$ cat src/rtl/mrs_pkg.sv
package mrs_pkg;
    localparam int ADDR_W  = 32;
    localparam int COORD_W = 6;
    localparam int ROW_LSB = 26;
    localparam int COL_LSB = 20;
    localparam int NSIDE   = 4;
    localparam int NPORT   = NSIDE + 1;

    typedef enum logic [2:0] {
        PORT_N = 3'd0,
        PORT_S = 3'd1,
        PORT_E = 3'd2,
        PORT_W = 3'd3,
        PORT_L = 3'd4
    } port_e;

    typedef struct packed {
        logic [COORD_W-1:0] row;
        logic [COORD_W-1:0] col;
    } coord_t;

    function automatic coord_t addr_coord(input logic [ADDR_W-1:0] a);
        coord_t c;
        c.row = a[ROW_LSB +: COORD_W];
        c.col = a[COL_LSB +: COORD_W];
        return c;
    endfunction

    function automatic logic [NPORT-1:0] port_vec(input port_e p);
        logic [NPORT-1:0] v;
        v = '0;
        v[p] = 1'b1;
        return v;
    endfunction
endpackage

$ cat src/rtl/mrs_decide.sv
module mrs_decide
    import mrs_pkg::*;
(
    input  coord_t             own,
    input  logic [ADDR_W-1:0]  addr,
    output port_e              dir
);
    coord_t dst;

    always_comb begin
        dst = addr_coord(addr);
        if (dst.col > own.col)       dir = PORT_E;
        else if (dst.col < own.col)  dir = PORT_W;
        else if (dst.row < own.row)  dir = PORT_N;
        else if (dst.row > own.row)  dir = PORT_S;
        else                         dir = PORT_L;
    end
endmodule

$ cat src/rtl/mrs_link_gate.sv
module mrs_link_gate
    import mrs_pkg::*;
(
    input  port_e             dir,
    input  logic [NSIDE-1:0]  side_q,
    input  logic [NSIDE-1:0]  en_q,
    output logic              offchip,
    output logic              drop
);
    logic [NSIDE-1:0] hit;

    for (genvar d = 0; d < NSIDE; d++) begin : g_side
        assign hit[d] = side_q[d] && (dir == port_e'(d));
    end

    assign offchip = |hit;
    assign drop    = |(hit & ~en_q);
endmodule

$ cat src/rtl/mrs_drop_ctr.sv
module mrs_drop_ctr #(
    parameter int CNT_W = 16
) (
    input  logic             clk,
    input  logic             rst,
    input  logic             bump,
    output logic [CNT_W-1:0] cnt
);
    always_ff @(posedge clk) begin
        if (rst)       cnt <= '0;
        else if (bump) cnt <= cnt + 1'b1;
    end

    assert_count_step_R9: assert property (@(posedge clk) disable iff (rst)
        (cnt != $past(cnt)) |-> (cnt == CNT_W'($past(cnt) + 1'b1)));
endmodule

$ cat src/rtl/mrs_out_reg.sv
module mrs_out_reg
    import mrs_pkg::*;
#(
    parameter int DATA_W = 32
) (
    input  logic              clk,
    input  logic              rst,
    input  logic              load,
    input  port_e             dir,
    input  logic [ADDR_W-1:0] addr,
    input  logic              wr,
    input  logic [DATA_W-1:0] data,
    input  logic              offchip,
    input  logic [NPORT-1:0]  out_ready,
    output logic              ready,
    output logic [NPORT-1:0]  out_valid,
    output logic [ADDR_W-1:0] out_addr,
    output logic              out_write,
    output logic [DATA_W-1:0] out_data,
    output logic              out_offchip
);
    logic  held;
    port_e held_dir;
    logic  fire;

    assign fire      = held && out_ready[held_dir];
    assign ready     = !held || fire;
    assign out_valid = held ? port_vec(held_dir) : '0;

    always_ff @(posedge clk) begin
        if (rst) begin
            held        <= 1'b0;
            held_dir    <= PORT_L;
            out_addr    <= '0;
            out_write   <= 1'b0;
            out_data    <= '0;
            out_offchip <= 1'b0;
        end else if (load) begin
            held        <= 1'b1;
            held_dir    <= dir;
            out_addr    <= addr;
            out_write   <= wr;
            out_data    <= data;
            out_offchip <= offchip;
        end else if (fire) begin
            held <= 1'b0;
        end
    end

    assert_hold_R6: assert property (@(posedge clk) disable iff (rst)
        (|out_valid && !(|(out_valid & out_ready))) |=>
            ($stable(out_valid) && $stable(out_addr) && $stable(out_data) && $stable(out_write)));

    assert_onehot_R4: assert property (@(posedge clk) disable iff (rst)
        $onehot0(out_valid));

    assert_load_R5: assert property (@(posedge clk) disable iff (rst)
        load |=> (out_addr == $past(addr) && out_data == $past(data)));
endmodule

$ cat src/rtl/mesh_route_sel.sv
module mesh_route_sel
    import mrs_pkg::*;
#(
    parameter int DATA_W = 32,
    parameter int CNT_W  = 16
) (
    input  logic                clk,
    input  logic                rst,
    input  logic [5:0]          cfg_row,
    input  logic [5:0]          cfg_col,
    input  logic [3:0]          side_flags,
    input  logic [3:0]          link_en,
    input  logic                in_valid,
    output logic                in_ready,
    input  logic [31:0]         in_addr,
    input  logic                in_write,
    input  logic [DATA_W-1:0]   in_data,
    output logic [4:0]          out_valid,
    input  logic [4:0]          out_ready,
    output logic [31:0]         out_addr,
    output logic                out_write,
    output logic [DATA_W-1:0]   out_data,
    output logic                out_offchip,
    output logic [CNT_W-1:0]    drop_count
);
    coord_t           own_q;
    logic [NSIDE-1:0] side_q;
    logic [NSIDE-1:0] en_q;

    // static configuration is captured only while reset is held
    always_ff @(posedge clk) begin
        if (rst) begin
            own_q.row <= cfg_row;
            own_q.col <= cfg_col;
            side_q    <= side_flags;
            en_q      <= link_en;
        end
    end

    port_e dir;
    logic  offchip;
    logic  drop;
    logic  stage_ready;
    logic  accept;

    mrs_decide u_decide (
        .own  (own_q),
        .addr (in_addr),
        .dir  (dir)
    );

    mrs_link_gate u_gate (
        .dir     (dir),
        .side_q  (side_q),
        .en_q    (en_q),
        .offchip (offchip),
        .drop    (drop)
    );

    assign in_ready = !rst && stage_ready;
    assign accept   = in_valid && in_ready;

    mrs_out_reg #(.DATA_W(DATA_W)) u_out (
        .clk         (clk),
        .rst         (rst),
        .load        (accept && !drop),
        .dir         (dir),
        .addr        (in_addr),
        .wr          (in_write),
        .data        (in_data),
        .offchip     (offchip),
        .out_ready   (out_ready),
        .ready       (stage_ready),
        .out_valid   (out_valid),
        .out_addr    (out_addr),
        .out_write   (out_write),
        .out_data    (out_data),
        .out_offchip (out_offchip)
    );

    mrs_drop_ctr #(.CNT_W(CNT_W)) u_drop (
        .clk  (clk),
        .rst  (rst),
        .bump (accept && drop),
        .cnt  (drop_count)
    );

    assert_local_R3: assert property (@(posedge clk) disable iff (rst)
        out_valid[PORT_L] |-> (addr_coord(out_addr) == own_q));

    assert_east_R1: assert property (@(posedge clk) disable iff (rst)
        out_valid[PORT_E] |-> (addr_coord(out_addr).col > own_q.col));

    assert_vertical_R2: assert property (@(posedge clk) disable iff (rst)
        (out_valid[PORT_N] || out_valid[PORT_S]) |-> (addr_coord(out_addr).col == own_q.col));

    assert_no_dead_link_R9: assert property (@(posedge clk) disable iff (rst)
        (|out_valid) |-> ((out_valid[NSIDE-1:0] & side_q & ~en_q) == '0));

    assert_offchip_R8: assert property (@(posedge clk) disable iff (rst)
        (|out_valid) |-> (out_offchip == (|(out_valid[NSIDE-1:0] & side_q))));
endmodule

$ cat config.mk
export PLATFORM = sky130hd
export DESIGN_NAME = mesh_route_sel
export DESIGN_NICKNAME = d
export VERILOG_FILES = /design/src/rtl/mrs_pkg.sv /design/src/rtl/mrs_decide.sv /design/src/rtl/mrs_link_gate.sv /design/src/rtl/mrs_drop_ctr.sv /design/src/rtl/mrs_out_reg.sv /design/src/rtl/mesh_route_sel.sv
export SDC_FILE = /design/constraint.sdc
export NUM_CORES = 1
export LEC_CHECK = 0
export BUFFER_PORTS_ARGS = -buffer_cell sky130_fd_sc_hd__buf_2
export CORE_ASPECT_RATIO = 0.9
export CORE_MARGIN = 8
export CORE_UTILIZATION = 35
export DETAILED_ROUTE_END_ITERATION = 16
export MAX_ROUTING_LAYER = met4
export PLACE_DENSITY = 0.63
export SLEW_MARGIN = 40
export SYNTH_ARGS = -nofsm -noshare
export SYNTH_HDL_FRONTEND = slang
export SYNTH_HIERARCHICAL = 1
export SYNTH_SLANG_ARGS = --single-unit
$ cat constraint.sdc
create_clock -name clk -period 10.6 [get_ports clk]
set_clock_uncertainty 0.1 [all_clocks]
set_input_delay 2.12 -clock clk [delete_from_list [all_inputs] [get_ports clk]]
set_output_delay 2.12 -clock clk [all_outputs]
set_load 0.03 [all_outputs]
Word-level counts from Yosys, hierarchy flattened:

Cells that the tools add are included.

* register bits after elaboration: 106
* input port bits: 93

* add/sub/neg operators: 1
* $lt $le $gt $ge: 6
* equal/unequal tests: 3
* mux-type cells: 11
* bitwise logic cells: 2
* reduce and logical (&&, ||, !) cells: 18

Operators by type and width (count)
* 16-bit by 1-bit adder with 16-bit output, second input constant: 1
* 6-bit greater-than comparator: 2
* 6-bit less-than comparator: 2
* 3-bit 2-to-1 mux: 4
* 1-bit logical AND: 10
* 4-bit OR reduction: 2
* 3-bit by 2-bit == test with 1-bit output, second input constant: 2
* 5-bit 2-to-1 mux: 1
* 4-bit bitwise AND: 1
* 3-bit by 4-bit less-than comparator with 1-bit output, second input constant: 1
* 1-bit 2-to-1 mux: 4
* 4-bit inverter: 1
* 1-bit binary-select mux with 3-bit select: 1
* 1-bit demux with 3-bit select: 1
* 3-bit by 1-bit == test with 1-bit output, second input constant: 1
* 3-bit by 1-bit >= comparator with 1-bit output, second input constant: 1
* 1-bit logical NOT: 3
* 3-bit logical NOT: 1
* 2-bit nonzero test: 1
* 1-bit logical OR: 1

Depth between registers and ports, before layout:

Gate-level depths: netlist of run 1.

* depth in word-level cells: 12
* depth in mapped cells: 13
* depth with buffers taken out: 13

Modules after synthesis:

Netlist of run 1, hierarchy kept.

By module, submodules not included
* mrs_out_reg: instances 1, cells each 242, area each 2570.0 um^2, sequential area each 1401.3 um^2
* mrs_drop_ctr: instances 1, cells each 83, area each 757.0 um^2, sequential area each 320.3 um^2
* mesh_route_sel: instances 1, cells each 23, area each 633.1 um^2, sequential area each 600.6 um^2
* mrs_decide: instances 1, cells each 45, area each 330.3 um^2, sequential area each 0.0 um^2
* mrs_link_gate: instances 1, cells each 10, area each 77.6 um^2, sequential area each 0.0 um^2

Worst setup path after synthesis of run 1:

Ideal clock, no wire load.

* path type: in2out
* start point: input port out_ready[3]
* end point: output port in_ready
* data arrival time: 2.819 ns
* slack: 5.561 ns
* cell stages on the path: 4
* buffers on the path: 0
* cell sequence: mux2i_1 -> o311a_1 -> o31ai_1 -> and2b_2

* longest elaborated chain between the ends: 5

Ends and longest elaborated chain
* from (decl): line mesh_route_sel.sv:19 `input logic [4:0] out_ready,`
* 1-bit binary-select mux with 3-bit select: line mrs_out_reg.sv:26 `assign fire = held && out_ready[held_dir];`
* 1-bit 2-to-1 mux (implied by the code): line mrs_out_reg.sv:26
* 1-bit logical AND: line mrs_out_reg.sv:26
* 1-bit logical OR: line mrs_out_reg.sv:27 `assign ready = !held || fire;`
* via stage_ready: line mesh_route_sel.sv:43 `logic stage_ready;`
* 1-bit logical AND: line mesh_route_sel.sv:60 `assign in_ready = !rst && stage_ready;`
* to (decl): line mesh_route_sel.sv:14 `output logic in_ready,`

The timed path passes the listed nets, and every way through them passes these cells. The select of a mux whose other input is x is not followed.

Final worst setup path of run 1:

* start point: input port in_addr[31]
* end point: register u_out.out_write

* longest elaborated chain between the ends: 11

Ends and longest elaborated chain
* from (decl): line mesh_route_sel.sv:15 `input logic [31:0] in_addr,`
* 6-bit greater-than comparator: line mrs_decide.sv:15 `else if (dst.row > own.row) dir = PORT_S;`
* 3-bit 2-to-1 mux: line mrs_decide.sv:15
* 3-bit 2-to-1 mux (*): line mrs_decide.sv:14 `else if (dst.row < own.row) dir = PORT_N;`
* 3-bit 2-to-1 mux (*): line mrs_decide.sv:13 `else if (dst.col < own.col) dir = PORT_W;`
* 3-bit 2-to-1 mux (*): line mrs_decide.sv:12 `if (dst.col > own.col) dir = PORT_E;`
* via dir[0]: line mesh_route_sel.sv:40 `port_e dir;`
* 3-bit by 1-bit == test with 1-bit output (tied with other cells): line mrs_link_gate.sv:13 `assign hit[d] = side_q[d] && (dir == port_e'(d));`
* 1-bit logical AND: line mrs_link_gate.sv:13
* 4-bit bitwise AND (*): line mrs_link_gate.sv:17 `assign drop = |(hit & ~en_q);`
* 4-bit OR reduction (*): line mrs_link_gate.sv:17
* via drop: line mesh_route_sel.sv:42 `logic drop;`
* 1-bit logical NOT (*): line mesh_route_sel.sv:66 `.load (accept && !drop),`
* 1-bit logical AND (*): line mesh_route_sel.sv:66
* to (signal assigned): line mrs_out_reg.sv:42 `out_write <= wr;`
* to (decl): line mrs_out_reg.sv:18 `output logic out_write,`

Mark *: on every way through the listed nets, which the timed path passes. The rest lies on a longest branch.
A chain may end at the register's enable or synchronous reset.

==> results of run 1 <==
[worst max-delay path, cell delays in order]
cell and delay (ps):
buf_2 120, ha_1 320, nand4_2 140, o221a_1 310
o22ai_1 410, o221ai_1 210, o311a_2 160, and4bb_4 650
buf_4 710, mux2i_1 290, nor2_1 50
[flip-flops by register name (all words and copies together), names as in the netlist]
register and count:
u_out/out_data 32, side_q 4, u_out/out_addr 32, u_out/out_write 1, u_drop/cnt 16, en_q 4
own_q 12, u_out/held_dir 3, u_out/held 1, u_out/out_offchip 1
[logic make-up (layout without fill, tap and decap cells)]
family                     Yosys count  after routing  synth area share (%)
adders and majority gates           13             13                  3.72
buffers and inverters               40            216                  4.01
AOI/OAI and AO/OA                   22             22                  3.67
DFF                                106            106                  53.2
xor gates and xnor gates            10             10                  2.01
muxes                               75             75                  17.5
and+or+nand+nor                    137            137                  15.9
[cell usage in the layout (no fill, tap or decap), types with 2 or more instances in the layout]
master and count:
xnor2_1 6, nand2_1 14, mux2_2 2, edfxtp_1 20
clkbuf_16 10, nand4_2 2, buf_4 2, nor4b_1 2
clkbuf_8 3, ha_1 13, inv_1 18, a21oi_1 8
buf_2 179, nor2b_1 2, dfxtp_1 86, mux2i_1 72
nor3_1 4, nor4_1 3, xor2_1 4, nand2b_1 2
nand4_1 2, o21ai_0 2, nand3_1 3, nor2_1 86
[cell usage after synthesis (2+ instances only)]
master / count
dfxtp_1: 86
nor2_1: 86
mux2i_1: 72
edfxtp_1: 20
inv_1: 18
nand2_1: 14
ha_1: 13
buf_2: 10
clkbuf_1: 9
a21oi_1: 8
xnor2_1: 6
nor3_1: 4
xor2_1: 4
nand3_1: 3
nor4_1: 3
and4bb_2: 2
mux2_2: 2
nand2b_1: 2
nand4_1: 2
nand4_2: 2
nor2b_1: 2
nor4b_1: 2
o21ai_0: 2
[layout make-up]
cell class	count	area share (%)
Tap cell	160	3.50
Inverter	18	1.18
Clock inverter	3	0.766
Multi-Input combinational cell	257	32.8
Sequential cell	106	40.6
Timing Repair Buffer	182	16.2
Clock buffer	13	4.93
[power by group through the flow]
stage | combinational, mW | clock [mW] | sequential, mW
4_1_cts | 0.144 | 0.368 | 0.446
3_5_place_dp | 0.144 | 0 | 0.455
3_3_place_gp | 0.141 | 0 | 0.454
2_1_floorplan | 0.0691 | 0 | 0.482
6_report | 0.142 | 0.356 | 0.446
5_1_grt | 0.155 | 0.385 | 0.449
[metrics by stage]
stage                     hold WS (ps)  total power, mW  std cells  worst slack (ps)  cell area (µm²)
after global placement             367            0.595        723              4840             5380
final                              388            0.945        739              5200             5710
after detailed placement           378            0.599        723              4790             5390
after CTS                          397            0.959        739              5170             5710
after global routing               419            0.989        739              4990             5710
after floorplan                    454            0.551        403              5560             4370
[worst max-delay path by stage]
stage	startpoint	to	cells past startpoint
CTS	in_addr[31]	u_out/out_data[27]$_SDFFE_PP0P_	11
global placement	in_addr[31]	u_out/out_addr[10]$_SDFFE_PP0P_	11
detailed placement	in_addr[31]	u_out/out_data[27]$_SDFFE_PP0P_	11
floorplan	out_ready[3]	in_ready	4
global route	in_addr[31]	u_out/out_data[27]$_SDFFE_PP0P_	11
finish	in_addr[31]	u_out/out_write$_SDFFE_PP0P_	11
[routing by layer]
metal / routed length [µm] / track usage, %
met5: 0 / -
met4: 114 / 3.57
met3: 911 / 6.26
met2: 4940 / 20.6
met1: 5020 / 15.6
==> load_flow_metrics.sql, run 1 <==
INSERT INTO impl_metrics (metric_group, metric, value, unit) VALUES
('global_routing', 'track_usage', '13.4', '%'),
('setup_path', 'critPathKind', 'in -> reg', ''),
('setup_path', 'worstSetupEndpointType', 'flop', ''),
('min_path', 'min_from', 'u_out/out_data[31]$_SDFFE_PP0P_', ''),
('pwr', 'power.share.switching', '25.7', '%'),
('pwr', 'power_frac_seq', '47.3', '%'),
('pwr', 'p_per_area', '165', 'nW/µm²'),
('placed_design', 'io_buffers', '180', ''),
('status', 'run_status', 'complete, no violations', ''),
('clock_network', 'htree_levels', '3', ''),
('placed_design', 'detailedPlacementHpwl', '8190', 'µm'),
('sta', 'max_clock_freq', '185', 'MHz'),
('yosys', 'asyncSetResetFlopFracSynth', '0', '%'),
('layout', 'fill_count', '1152', ''),
('clock_network', 'cts.path.max_buffers', '2', ''),
('clock_network', 'cts-resized-gates', '0', ''),
('drt', 'count_of_nets_left_with_antenna_violations_after_detail_routing', '0', ''),
('setup_path', 'cp_data_arrival_time', '5510', 'ps'),
('drt', 'routed_wire_length_per_instance', '14.9', 'µm'),
('setup_path', 'worst-r2r-cell-count', '11', ''),
('run', 'drv.max_cap_violation_count', '0', ''),
('die', 'fp.coreArea', '12100', 'µm²'),
('global_routing', 'initial_antenna_violation_count', '0', ''),
('yosys', 'synthesized_area', '4370', 'µm²'),
('pwr', 'power.combinational.fraction', '15.0', '%'),
('layout', 'layout_cells_sized_above_1', '37.1', '%'),
('pwr', 'internal-power', '0.702', 'mW'),
('layout', 'syn2layout_area_growth', '30.8', '%'),
('clock_network', 'ctsHoldBuffers', '0', ''),
('yosys', 'synth.top_cell.area_share', '39.4', '%'),
('sta', 'worst_slew_margin_rel', '49.0', '%'),
('yosys', 'syn-num-nets', '509', ''),
('sta', 'setup_repair_after_global_routing_missed_its_margin', 'no', ''),
('pwr', 'ir_drop', '0.000130', 'V'),
('min_path', 'worstHoldPathType', 'reg -> reg', ''),
('yosys', 'synth_seq_area_share', '53.2', '%'),
('yosys', 'number_of_flip_flops_and_latches_in_the_synthesized_netlist', '106', ''),
('drt', 'drt_wl_total', '11000', 'µm'),
('clock_network', 'cts.reportedPaths.clkPinSlew', '60', 'ps'),
('setup_path', 'timing.rr.end', 'u_out/out_write$_SDFFE_PP0P_', ''),
('drt', 'initialDrtViolationCount', '159', ''),
('global_routing', 'global_route_wire_length_before_repair', '17100', 'µm'),
('setup_path', 'critPathMaxFanout', '46', ''),
('global_routing', 'grt_start_max_net_pins', '109', ''),
('global_routing', 'vias_in_the_first_global_route', '3474', ''),
('clock_network', 'clkLatencyLatePin', '350', 'ps'),
('clock_network', 'cts_inserted_buffers', '9', ''),
('sta', 'setup_viol', '0', ''),
('sta', 'finalCriticalPeriod', '5400', 'ps'),
('min_path', 'holdPathStages', '2', ''),
('layout', 'regArea', '2320', 'µm²'),
('drt', 'vias', '3397', ''),
('drt', 'post-route-drc-count', '0', ''),
('sta', 'finalCritPeriodShare', '51.0', '%'),
('die', 'initial_utilization', '36.0', '%'),
('min_path', 'worstHoldEndpoint', 'u_out/out_data[31]$_SDFFE_PP0P_', ''),
('global_routing', 'grt_remaining_overflow', '0', ''),
('die', 'design.die.area', '16300', 'µm²'),
('die', 'overall_die_width', '134', 'µm'),
('yosys', 'dominantRegCellSynth', 'dfxtp_1', ''),
('yosys', 'yosys.cell_types.count', '54', ''),
('yosys', 'synth_edf_count', '20', ''),
('sta', 'finalMaxSlewViolations', '0', ''),
('layout', 'final_net_count', '680', ''),
('setup_path', 'regToRegStartpoint', 'own_q[11]$_DFFE_PP_', ''),
('pwr', 'clock_power_share', '37.7', '%'),
('setup_path', 'worst_ep_required_time', '10710', 'ps'),
('yosys', 'synth_area_leader_cell', 'dfxtp_1', ''),
('layout', 'multi_input_comb_area', '1870', 'µm²'),
('layout', 'utilization', '47.1', '%'),
('die', 'row_count', '38', '');
(Power assumes the default switching activity.)
==> run 2: changes to the inputs <==
--- a/config.mk
+++ b/config.mk
@@ -5,13 +5,14 @@
 export SDC_FILE = /design/constraint.sdc
 export NUM_CORES = 1
 export LEC_CHECK = 0
+export ABC_AREA = 1
 export BUFFER_PORTS_ARGS = -buffer_cell sky130_fd_sc_hd__buf_2
 export CORE_ASPECT_RATIO = 0.9
 export CORE_MARGIN = 8
 export CORE_UTILIZATION = 35
 export DETAILED_ROUTE_END_ITERATION = 16
 export MAX_ROUTING_LAYER = met4
-export PLACE_DENSITY = 0.63
+export PLACE_DENSITY = 0.65
 export SLEW_MARGIN = 40
 export SYNTH_ARGS = -nofsm -noshare
 export SYNTH_HDL_FRONTEND = slang
==> constraint.sdc (replaced) <==
create_clock -name clk -period 4.6 [get_ports clk]
set_clock_uncertainty 0.1 [all_clocks]
set_input_delay 0.92 -clock clk [delete_from_list [all_inputs] [get_ports clk]]
set_output_delay 0.92 -clock clk [all_outputs]
set_load 0.03 [all_outputs]
==> run 2 against run 1 <==
Register-to-register slack got worse by 5200 ps. Area after synthesis grew 3.8%. Sequential power up 130%. Clock-buffer cell count shrank 3. Design area increased by 2.0%. Sequential share of layout area is 0.80 points lower. Critical path type unchanged. Largest cell class unchanged.
==> load_flow_metrics.sql, run 2 <==
INSERT INTO impl_metrics (metric_group, metric, value, unit) VALUES
('sta', 'setup_total_negative_slack', '0', 'ps'),
('min_path', 'min_from', 'u_out/out_data[28]$_SDFFE_PP0P_', ''),
('die', 'fp.coreArea', '12700', 'µm²'),
('global_routing', 'initial_antenna_violation_count', '0', ''),
('clock_network', 'clock_tree.root_cell', 'clkbuf_16', ''),
('pwr', 'p_total', '2.26', 'mW'),
('sta', 'setup_repair_after_global_routing_missed_its_margin', 'no', ''),
('global_routing', 'grt_remaining_overflow', '0', ''),
('yosys', 'asyncSetResetFlopFracSynth', '0', '%'),
('layout', 'final_net_count', '849', ''),
('clock_network', 'cts_tree', 'done', ''),
('sta', 'report.final.hold_viol_count', '0', ''),
('sta', 'finalMaxSlewViolations', '0', ''),
('drt', 'post-route-drc-count', '0', ''),
('yosys', 'dominantRegCellSynth', 'dfxtp_1', ''),
('yosys', 'synth.top_cell.area_share', '38.0', '%'),
('sta', 'max_clock_freq', '299', 'MHz'),
('setup_path', 'critPathMaxFanout', '8', ''),
('placed_design', 'io_buffers', '180', ''),
('clock_network', 'clkLatencyLatePin', '350', 'ps'),
('yosys', 'synth_area_leader_cell', 'dfxtp_1', ''),
('clock_network', 'htree_levels', '3', ''),
('die', 'row_count', '39', ''),
('setup_path', 'worst-r2r-cell-count', '22', ''),
('die', 'design.die.area', '16900', 'µm²'),
('drt', 'vias', '4090', ''),
('drt', 'route.detailed.vias_per_inst', '4.48', ''),
('setup_path', 'worst_ep_required_time', '4730', 'ps'),
('drt', 'routed_wire_length_per_instance', '13.6', 'µm'),
('layout', 'largestRegisters', 'u_out/out_addr x32, u_out/out_data x32, u_drop/cnt x16', ''),
('sta', 'setup_viol', '0', ''),
('clock_network', 'cts_inserted_buffers', '9', ''),
('setup_path', 'worstSetupEndpointType', 'flop', ''),
('setup_path', 'regToRegStartpoint', 'own_q[5]$_DFFE_PP_', ''),
('pwr', 'cellLeakagePower', '2.94', 'nW'),
('status', 'run_status', 'complete, no violations', ''),
('sta', 'finalCritPeriodShare', '72.6', '%'),
('die', 'initial_utilization', '35.7', '%'),
('yosys', 'yosys.cell_types.count', '26', ''),
('yosys', 'yosys-top-cells-count', 'nor2_1 (165), dfxtp_1 (86), o21ai_0 (68)', ''),
('clock_network', 'cts-resized-gates', '0', ''),
('pwr', 'p_per_area', '387', 'nW/µm²'),
('die', 'die_y', '124', 'µm'),
('setup_path', 'timing.critical_path.from_type', 'input port', ''),
('sta', 'worst_slew_margin_rel', '56.1', '%'),
('yosys', 'synth_most_common_cell', 'nor2_1', ''),
('global_routing', 'track_usage', '14.7', '%'),
('yosys', 'number_of_flip_flops_and_latches_in_the_synthesized_netlist', '106', ''),
('yosys', 'synth_seq_area_share', '51.2', '%'),
('layout', 'syn2layout_area_growth', '28.6', '%'),
('min_path', 'worstHoldPathType', 'reg -> reg', ''),
('global_routing', 'vias_in_the_first_global_route', '3912', ''),
('yosys', 'synthesis.yosys.warnings', '6', ''),
('layout', 'layout_cells_sized_above_1', '30.6', '%'),
('yosys', 'syn-num-nets', '678', ''),
('global_routing', 'grt_start_max_net_pins', '70', ''),
('drt', 'drt-pass1-iter-count', '4', ''),
('yosys', 'post_synth_inst_count', '572', ''),
('placed_design', 'global_placer_s_final_weighted_congestion', '0.828', ''),
('setup_path', 'critPathKind', 'in -> reg', ''),
('yosys', 'synth_area_per_cell', '7.93', 'µm²'),
('layout', 'antenna-diode-count', '0', ''),
('sta', 'worstMarginPinSlew', '659', 'ps'),
('min_path', 'holdPathStages', '2', ''),
('run', 'drv.max_cap_violation_count', '0', ''),
('yosys', 'synth_edf_count', '20', ''),
('global_routing', 'global_route_wire_length_before_repair', '19000', 'µm'),
('clock_network', 'tritoncts_num_sinks', '106', ''),
('die', 'overall_die_width', '136', 'µm'),
('layout', 'utilization', '45.9', '%'),
('setup_path', 'worst_r2r_setup_slack', '1570', 'ps'),
('clock_network', 'ctsHoldBuffers', '0', ''),
('yosys', 'synthesized_area', '4530', 'µm²'),
('yosys', 'synth.area.top_cells', 'dfxtp_1 (38%), nor2_1 (14%), edfxtp_1 (13%)', ''),
('clock_network', 'cts.reportedPaths.clkPinSlew', '70', 'ps'),
('drt', 'count_of_nets_left_with_antenna_violations_after_detail_routing', '0', ''),
('layout', 'most-common-layout-cells', 'buf_2 (180), nor2_1 (164), dfxtp_1 (86)', ''),
('placed_design', 'detailedPlacementHpwl', '8990', 'µm'),
('clock_network', 'cts.path.max_buffers', '2', ''),
('pwr', 'ir_drop', '0.000263', 'V'),
('die', 'ios', '181', ''),
('drt', 'drt_wl_total', '12400', 'µm'),
('layout', 'final_common_cell', 'buf_2', ''),
('setup_path', 'timing.rr.end', 'u_drop/cnt[13]$_SDFFE_PP0P_', ''),
('clock_network', 'post_cts_setup_repair_buffer_count', '0', ''),
('min_path', 'worstHoldEndpoint', 'u_out/out_data[28]$_SDFFE_PP0P_', ''),
('sta', 'finalCriticalPeriod', '3340', 'ps'),
('setup_path', 'cp_data_arrival_time', '3470', 'ps'),
('drt', 'initialDrtViolationCount', '290', '');
## run 2: cell types whose count changed after synthesis, moves of 7 or more
cell     delta
nor2_1     +79
nand2_2     +9
nand2_1    +49
nand3_1    +12
inv_1      +38
buf_6       +7
mux2i_1    -72
buf_2       -7
o21ai_0    +66
## run 2: cells by family (layout without fill, tap and decap cells)
| family | Yosys count | in the layout | share of synthesized area, % |
|---|---|---|---|
| flops | 106 | 106 | 51.2 |
| simple gates | 278 | 278 | 26.5 |
| fa+ha+maj | 13 | 13 | 3.59 |
| buf+inv | 86 | 262 | 8.83 |
| compound gates | 89 | 89 | 9.88 |
## run 2: through the flow
stage | setup slack [ps] | hold slack [ps] | std cells | area (µm²)
after detailed placement | 896 | 375 | 896 | 5510
after global placement | 950 | 367 | 896 | 5510
final | 1260 | 391 | 912 | 5830
after CTS | 1240 | 394 | 912 | 5830
after global routing | 924 | 417 | 912 | 5830
after floorplan | 1520 | 384 | 572 | 4530
## run 2: how the worst max path moves through the flow
| stage | startpoint | endpoint | slack [ps] | cells after the start |
|---|---|---|---|---|
| 5_1_grt | in_addr[25] | u_drop/cnt[13]$_SDFFE_PP0P_ | 920 | 23 |
| 6_report | in_addr[25] | u_drop/cnt[13]$_SDFFE_PP0P_ | 1260 | 23 |
| 3_3_place_gp | in_addr[31] | u_drop/cnt[13]$_SDFFE_PP0P_ | 950 | 21 |
| 4_1_cts | in_addr[25] | u_drop/cnt[13]$_SDFFE_PP0P_ | 1240 | 23 |
| 3_5_place_dp | in_addr[25] | u_drop/cnt[13]$_SDFFE_PP0P_ | 900 | 23 |
| 2_1_floorplan | in_addr[25] | u_drop/cnt[13]$_SDFFE_PP0P_ | 1520 | 23 |
## run 2: critical path, cell delays in order
cell	delay (ps)
buf_2	110
ha_1	300
nand2_2	90
nor2_4	120
nand3_2	70
nor2_1	100
nand2_1	50
nand2_1	110
inv_2	60
nor2_4	120
nand3_2	70
nand2_1	60
inv_1	40
nand2_1	110
inv_1	50
nor2_1	400
nand2_1	190
nor2_4	160
nand2_2	70
nor2_2	90
nand3_1	70
nand2_1	70
nor2_1	40
## run 2: routing by layer
layer	routed length, µm	vias up	part of all wire [%]	global-route usage, %
met5	0	-	0	-
met1	5650	1794	46	17.6
li1	-	2142	-	-
met4	144	0	1.2	4.11
met2	5530	139	45	22.7
met3	1080	15	8.7	5.69
## run 2: final cells by class
class / count / area, µm²
sequential: 106 / 2320
clock buffer: 10 / 229
inverter: 63 / 241
tap: 164 / 205
fill: 1325 / 6860
multi-input combinational: 380 / 1820
timing repair buffer: 183 / 923
clock inverter: 6 / 88.8
## run 2: power by group
group          switching (mW)  internal (mW)
clock network           0.348          0.479
logic                   0.267          0.119
registers              0.0283           1.02
